==> src/rtl/sei_pkg.sv <==
package sei_pkg;
    localparam int unsigned DLY_W_DEF   = 10;
    localparam int unsigned EVT_LEN_DEF = 80;
    localparam int unsigned SYNC_DEF    = 2;

    typedef struct packed {
        logic pend;
        logic act;
    } evt_flags_t;
endpackage

==> src/rtl/sei_edge_sync.sv <==
module sei_edge_sync #(
    parameter int unsigned STAGES = sei_pkg::SYNC_DEF
) (
    input  logic clk_i,
    input  logic rst_ni,
    input  logic lvl_i,
    output logic rise_o
);
    localparam int unsigned LEN = STAGES + 1;

    logic [LEN-1:0] sh_d, sh_q;

    always_comb begin
        sh_d = {sh_q[LEN-2:0], lvl_i};
    end

    always_ff @(posedge clk_i or negedge rst_ni) begin
        if (!rst_ni) sh_q <= '0;
        else         sh_q <= sh_d;
    end

    assign rise_o = sh_q[STAGES-1] & ~sh_q[STAGES];
endmodule

==> src/rtl/sei_delay_line.sv <==
module sei_delay_line #(
    parameter int unsigned DLY_W = sei_pkg::DLY_W_DEF
) (
    input  logic             clk_i,
    input  logic             rst_ni,
    input  logic             rise_i,
    input  logic [DLY_W-1:0] delay_i,
    output logic             fire_next_o,
    output logic             comp_o,
    output logic             ovr_o
);
    typedef struct packed {
        logic             busy;
        logic [DLY_W-1:0] cnt;
        logic             fire;
        logic             ovr;
    } dl_st_t;

    dl_st_t st_d, st_q;

    always_comb begin
        st_d      = st_q;
        st_d.fire = 1'b0;
        st_d.ovr  = 1'b0;
        if (st_q.busy) begin
            if (st_q.cnt == DLY_W'(1)) begin
                st_d.busy = 1'b0;
                st_d.fire = 1'b1;
            end else begin
                st_d.cnt = st_q.cnt - DLY_W'(1);
            end
            if (rise_i) st_d.ovr = 1'b1;
        end else if (rise_i) begin
            if (delay_i == '0) begin
                st_d.fire = 1'b1;
            end else begin
                st_d.busy = 1'b1;
                st_d.cnt  = delay_i;
            end
        end
    end

    always_ff @(posedge clk_i or negedge rst_ni) begin
        if (!rst_ni) st_q <= '0;
        else         st_q <= st_d;
    end

    assign fire_next_o = st_d.fire;
    assign comp_o      = st_q.fire;
    assign ovr_o       = st_q.ovr;

    AST_CNT_STEP: assert property (@(posedge clk_i) disable iff (!rst_ni)
        (st_q.busy && st_q.cnt > DLY_W'(1)) |=> (st_q.busy && st_q.cnt == $past(st_q.cnt) - DLY_W'(1)));
endmodule

==> src/rtl/sei_event_gen.sv <==
module sei_event_gen #(
    parameter int unsigned EVT_LEN = sei_pkg::EVT_LEN_DEF
) (
    input  logic clk_i,
    input  logic rst_ni,
    input  logic cmd_i,
    input  logic fire_i,
    output logic evt_o
);
    localparam int unsigned CW = (EVT_LEN > 1) ? $clog2(EVT_LEN) : 1;

    typedef struct packed {
        sei_pkg::evt_flags_t f;
        logic [CW-1:0]       cnt;
    } ev_st_t;

    ev_st_t st_d, st_q;

    always_comb begin
        st_d        = st_q;
        st_d.f.pend = st_q.f.pend | (cmd_i & ~st_q.f.act);
        if (fire_i && st_q.f.pend) begin
            st_d.f.pend = 1'b0;
            st_d.f.act  = 1'b1;
            st_d.cnt    = CW'(EVT_LEN - 1);
        end else if (st_q.f.act) begin
            if (st_q.cnt == '0) st_d.f.act = 1'b0;
            else                st_d.cnt   = st_q.cnt - CW'(1);
        end
    end

    always_ff @(posedge clk_i or negedge rst_ni) begin
        if (!rst_ni) st_q <= '0;
        else         st_q <= st_d;
    end

    assign evt_o = st_q.f.act;

    AST_NO_PEND_WHILE_ACT: assert property (@(posedge clk_i) disable iff (!rst_ni)
        st_q.f.act |-> !st_q.f.pend);
    AST_EVT_FULL_LEN: assert property (@(posedge clk_i) disable iff (!rst_ni)
        $fell(st_q.f.act) |-> $past(st_q.cnt) == '0);
endmodule

==> src/rtl/sei_issuer.sv <==
module sei_issuer #(
    parameter int unsigned DLY_W   = sei_pkg::DLY_W_DEF,
    parameter int unsigned EVT_LEN = sei_pkg::EVT_LEN_DEF,
    parameter int unsigned STAGES  = sei_pkg::SYNC_DEF
) (
    input  logic             clk_i,
    input  logic             rst_ni,
    input  logic             scc_i,
    input  logic [DLY_W-1:0] delay_i,
    input  logic             cmd_i,
    output logic             scc_comp_o,
    output logic             sync_evt_o,
    output logic             overrun_o
);
    logic rise;
    logic fire_next;

    sei_edge_sync #(.STAGES(STAGES)) u_edge (
        .clk_i  (clk_i),
        .rst_ni (rst_ni),
        .lvl_i  (scc_i),
        .rise_o (rise)
    );

    sei_delay_line #(.DLY_W(DLY_W)) u_dly (
        .clk_i       (clk_i),
        .rst_ni      (rst_ni),
        .rise_i      (rise),
        .delay_i     (delay_i),
        .fire_next_o (fire_next),
        .comp_o      (scc_comp_o),
        .ovr_o       (overrun_o)
    );

    sei_event_gen #(.EVT_LEN(EVT_LEN)) u_evt (
        .clk_i  (clk_i),
        .rst_ni (rst_ni),
        .cmd_i  (cmd_i),
        .fire_i (fire_next),
        .evt_o  (sync_evt_o)
    );

    AST_COMP_ONE_CYCLE: assert property (@(posedge clk_i) disable iff (!rst_ni)
        scc_comp_o |=> !scc_comp_o);
    AST_EVT_ON_EDGE: assert property (@(posedge clk_i) disable iff (!rst_ni)
        $rose(sync_evt_o) |-> scc_comp_o);
endmodule

==> config.mk <==
export PLATFORM = sky130hd
export DESIGN_NAME = sei_issuer
export DESIGN_NICKNAME = d
export VERILOG_FILES = /design/src/rtl/sei_pkg.sv /design/src/rtl/sei_edge_sync.sv /design/src/rtl/sei_delay_line.sv /design/src/rtl/sei_event_gen.sv /design/src/rtl/sei_issuer.sv
export SDC_FILE = /design/constraint.sdc
export NUM_CORES = 1
export LEC_CHECK = 0
export BUFFER_PORTS_ARGS = -buffer_cell sky130_fd_sc_hd__buf_2
export CAP_MARGIN = 20
export CORE_UTILIZATION = 51
export CTS_CLUSTER_DIAMETER = 100
export DETAILED_ROUTE_END_ITERATION = 12
export PLACE_DENSITY_LB_ADDON = 0.2
export SLEW_MARGIN = 20
export SYNTH_ARGS = -nofsm -noshare
export SYNTH_HDL_FRONTEND = slang
export SYNTH_SLANG_ARGS = --single-unit
export TNS_END_PERCENT = 100
==> constraint.sdc <==
create_clock -name clk_i -period 1.7 [get_ports clk_i]
set_input_delay 0.17 -clock clk_i [delete_from_list [all_inputs] [get_ports clk_i]]
set_output_delay 0.17 -clock clk_i [all_outputs]
set_load 0.1 [all_outputs]
==> flow_summary_export.csv <==
group,metric,value,unit
floorplanning,dieHeight,53.62,microns
timing,relSlewSlack,63.02,%
route,dr.pass1.iters,4,
cts,h-tree-depth,1,
hold_path,whs_endpoint,"u_dly.st_q[3]$_DFFE_PN0P_",
route,ant_nets,0,
worst_setup_path,critPathArrivalTime,1.95,ns
pwr,p_clk_share,12.1,%
finish,drive_gt1_share,42.37,%
route,routed_wl,3086,microns
grt,grt_pass1_wl,4926,microns
worst_setup_path,path_class,"reg -> reg",
finish,fin_nets,196,
hold_path,min_path_type,"in -> reg",
floorplanning,initial_core_util,54.35,%
synthesis,synth_warnings,0,
worst_setup_path,timing.rr.start,"u_evt.st_q[0]$_DFFE_PN0P_",
cts,clock_latency,0.32,ns
grt,grt_max_degree,26,
job,max_cap_violations,0,
route,wl_per_cell,14.91,microns
placed_design,place_ws,0.003479,ns
pwr,power.switching,0.8819,mW
synthesis,synth_ff_type,"dfrtp_1",
timing,finalClockSkew,0.01502,ns
synthesis,synthesis.area,0.001359,sq mm
timing,min_period_over_period,99.61,%
synthesis,ys_types,43,
route,avgViaCountPerCell,5.865,
worst_setup_path,r2r_slack,0.007,ns
timing,drv_slew,0,
timing,rsz0062_at_grt,"true",
synthesis,synth.yosys.seq_area_share,46.04,%
timing,finalHoldViolCount,0,
worst_setup_path,critPathCaptureType,"register",
pwr,power.leakage,0.7811,nW
worst_setup_path,crit_fanout,3,
floorplanning,io_pins,17,
pwr,swShare,39.43,%
cts,clock-sinks,25,
pwr,cell_internal_pwr,1.355,mW
cts,clk_pin_slew,0.15,ns
cts,cts_tree,"done",
pwr,power,2.237,mW
floorplanning,core_area,0.002500,sq mm
synthesis,netlist_instances,129,
placed_design,hpwl,2262,microns
grt,grt_usage,24.07,%
grt,grt.overflow.total,0,
route,drt_iter0_drc,23,
synthesis,synthTopCellsByCount,"dfrtp_1 (25), nand2_1 (14), inv_1 (8), nor2_1 (8)",
worst_setup_path,crit_path_max_incr_delay,0.46,ns
route,route.detailed.drc,0,
finish,final_core_util,72.67,%
worst_setup_path,cp-startpoint,"u_evt.st_q[0]$_DFFE_PN0P_",
synthesis,synth_top_area_share,46.04,%
synthesis,synth_area_leader_cell,"dfrtp_1",
timing,clock.fmax,590.6,MHz
timing,layout_setup_ws,0.006689,ns
grt,grt_pass1_vias,1149,
synthesis,yosysMostFrequentCell,"dfrtp_1",
pwr,p_comb_share,47.8,%
cts,clockBufferDepth,2,
synthesis,async_reset_ff_share,100.0,%
timing,setup_viol,0,
finish,diodes,0,
synthesis,synth-edff-count,0,
pwr,irDropWorstVdd,0.8407,mV
grt,antenna_found_initial,0,
floorplanning,die_x,53.62,microns
worst_setup_path,required,1.95,ns
status,status,"finished, final reports clean",
hold_path,hold_depth,3,
placed_design,portBuffers,16,
cts,cts-root-buf,"clkbuf_4",
worst_setup_path,r2r-end,"u_evt.st_q[3]$_DFFE_PN0P_",
route,vias,1214,
hold_path,worstHoldStart,"delay_i[1]",
synthesis,syn_avg_cell_area,10.53,sq um
worst_setup_path,ff2ff_path_depth,7,
finish,fillers,177,
worst_setup_path,cp-start-kind,"register",
finish,syn2layout_area_growth,33.70,%
cts,cts_made_buffers,3,
timing,fin_crit,1.693,ns
pwr,pwr-share-seq,40.2,%
worst_setup_path,crit_slowest_cell,"or4b_1",
floorplanning,die_area,0.002875,sq mm
synthesis,synth_nets,147,
floorplanning,num_rows,18,
placed_design,place.gp.congestion,0.8811,
worst_setup_path,path_cells,"inv_2 -> ha_2 -> or3b_4 -> o21ai_4 -> buf_4 -> or4b_1 -> nand3_1",
synthesis,ys_top_cells_by_area,"dfrtp_1 (46%), nand2_1 (3.9%), ha_1 (3.7%), mux2i_1 (3.7%), inv_1 (2.2%)",
pwr,p_per_area,1231,mW/mm^2
timing,tightestPinTransition,0.5547,ns
synthesis,ys_ff_latch,25,
## logic make-up (layout without fill, tap and decap cells)
logic type | after synthesis | in the layout | share of synthesized area [%]
AO/OA/AOI/OAI | 30 | 30 | 18.69
multiplexers | 5 | 5 | 3.683
AND/OR/NAND/NOR | 53 | 53 | 23.48
adder cells (fa/ha/maj) | 4 | 4 | 3.683
buffers and inverters | 9 | 57 | 2.486
XOR/XNOR | 3 | 3 | 1.934
flip-flops | 25 | 25 | 46.04
## placed cells by master (no fill, tap or decap), types with 2 or more instances in the layout
cell type,Yosys,final
or3_4,0,2
or2_2,2,2
o21ai_1,5,4
a32o_1,2,2
ha_4,0,2
inv_1,8,5
dfrtp_1,25,23
nor4_1,4,4
nand2_1,14,13
a31oi_4,1,2
xor2_1,2,2
nor2_1,8,6
buf_6,0,4
inv_2,1,4
a22oi_1,3,3
o211ai_1,4,4
clkbuf_4,0,3
nand4_1,3,3
or4b_1,2,2
dlygate4sd3_1,0,2
nor2_2,1,3
buf_2,0,16
a32oi_1,2,2
buf_4,0,22
or3_1,4,2
nor3_1,3,3
dfrtp_2,0,2
nand3_1,3,3
mux2i_1,5,5
## registers in the layout, indices dropped and copies added, names as in the netlist
| signal | flops |
|---|---|
| u_dly.comp_o | 1 |
| u_evt.evt_o | 1 |
| u_evt.st_q | 8 |
| u_edge.sh_q | 3 |
| u_dly.st_q | 11 |
| u_dly.ovr_o | 1 |
## critical path: cells and delay by family, from the launching register on
family          cells  cell delay, ns
compound gates      1            0.07
buf+inv             2            0.19
flops               1            0.40
simple gates        3            0.80
fa+ha+maj           1            0.18
## worst max-delay path by stage
stage / to / slack, ns / depth (start not counted)
floorplan: u_evt.st_q[3]$_DFFE_PN0P_ / 0.03 / 6
global placement: u_dly.st_q[7]$_DFFE_PN0P_ / 0.03 / 6
CTS: u_dly.st_q[7]$_DFFE_PN0P_ / 0.004 / 6
detailed placement: u_dly.st_q[7]$_DFFE_PN0P_ / 0.003 / 6
global route: u_evt.st_q[3]$_DFFE_PN0P_ / -0.06 / 7
finish: u_evt.st_q[3]$_DFFE_PN0P_ / 0.007 / 7
## stage by stage
stage / setup TNS (ns) / hold WS [ns] / instance area (sq um) / cells
3_5_place_dp: 0 / 0.1913 / 1643 / 197
3_3_place_gp: 0 / 0.1822 / 1643 / 197
2_1_floorplan: 0 / -0.1256 / 1360 / 129
6_report: 0 / 0.06090 / 1817 / 207
4_1_cts: 0 / 0.05312 / 1699 / 203
5_1_grt: -0.2621 / 0.04901 / 1817 / 207
## layout make-up
class | count | area (sq um) | share of cell area (%)
Multi-Input combinational cell | 95 | 777.0 | 42.77
Sequential cell | 25 | 628.1 | 34.57
Clock buffer | 3 | 22.52 | 1.240
Tap cell | 30 | 37.54 | 2.066
Timing Repair Buffer | 44 | 310.3 | 17.08
Inverter | 9 | 33.78 | 1.860
Clock inverter | 1 | 7.507 | 0.4132
## power groups by stage
stage | Clock [mW] | Sequential [mW] | Combinational, mW
5_1_grt | 0.300 | 0.922 | 1.16
6_report | 0.270 | 0.898 | 1.07
3_3_place_gp | 0 | 0.882 | 0.948
2_1_floorplan | 0 | 0.911 | 0.553
3_5_place_dp | 0 | 0.891 | 0.959
4_1_cts | 0.277 | 0.886 | 0.980
## routing by layer
metal  track usage (%)  routed length (microns)
met3             3.955                      100
met5                 0                        0
met2             45.00                     1638
met1             27.36                     1295
met4             8.333                       53
## what timing repair did
item,in CTS,in global routing
pin swaps,0,8
hold endpoints to repair,26,0
endpoints found under the setup margin,5,14
hold buffers,2,0
gates resized for setup,1,24
setup buffers,0,4
cloned,0,0
(Power assumes the default switching activity.)
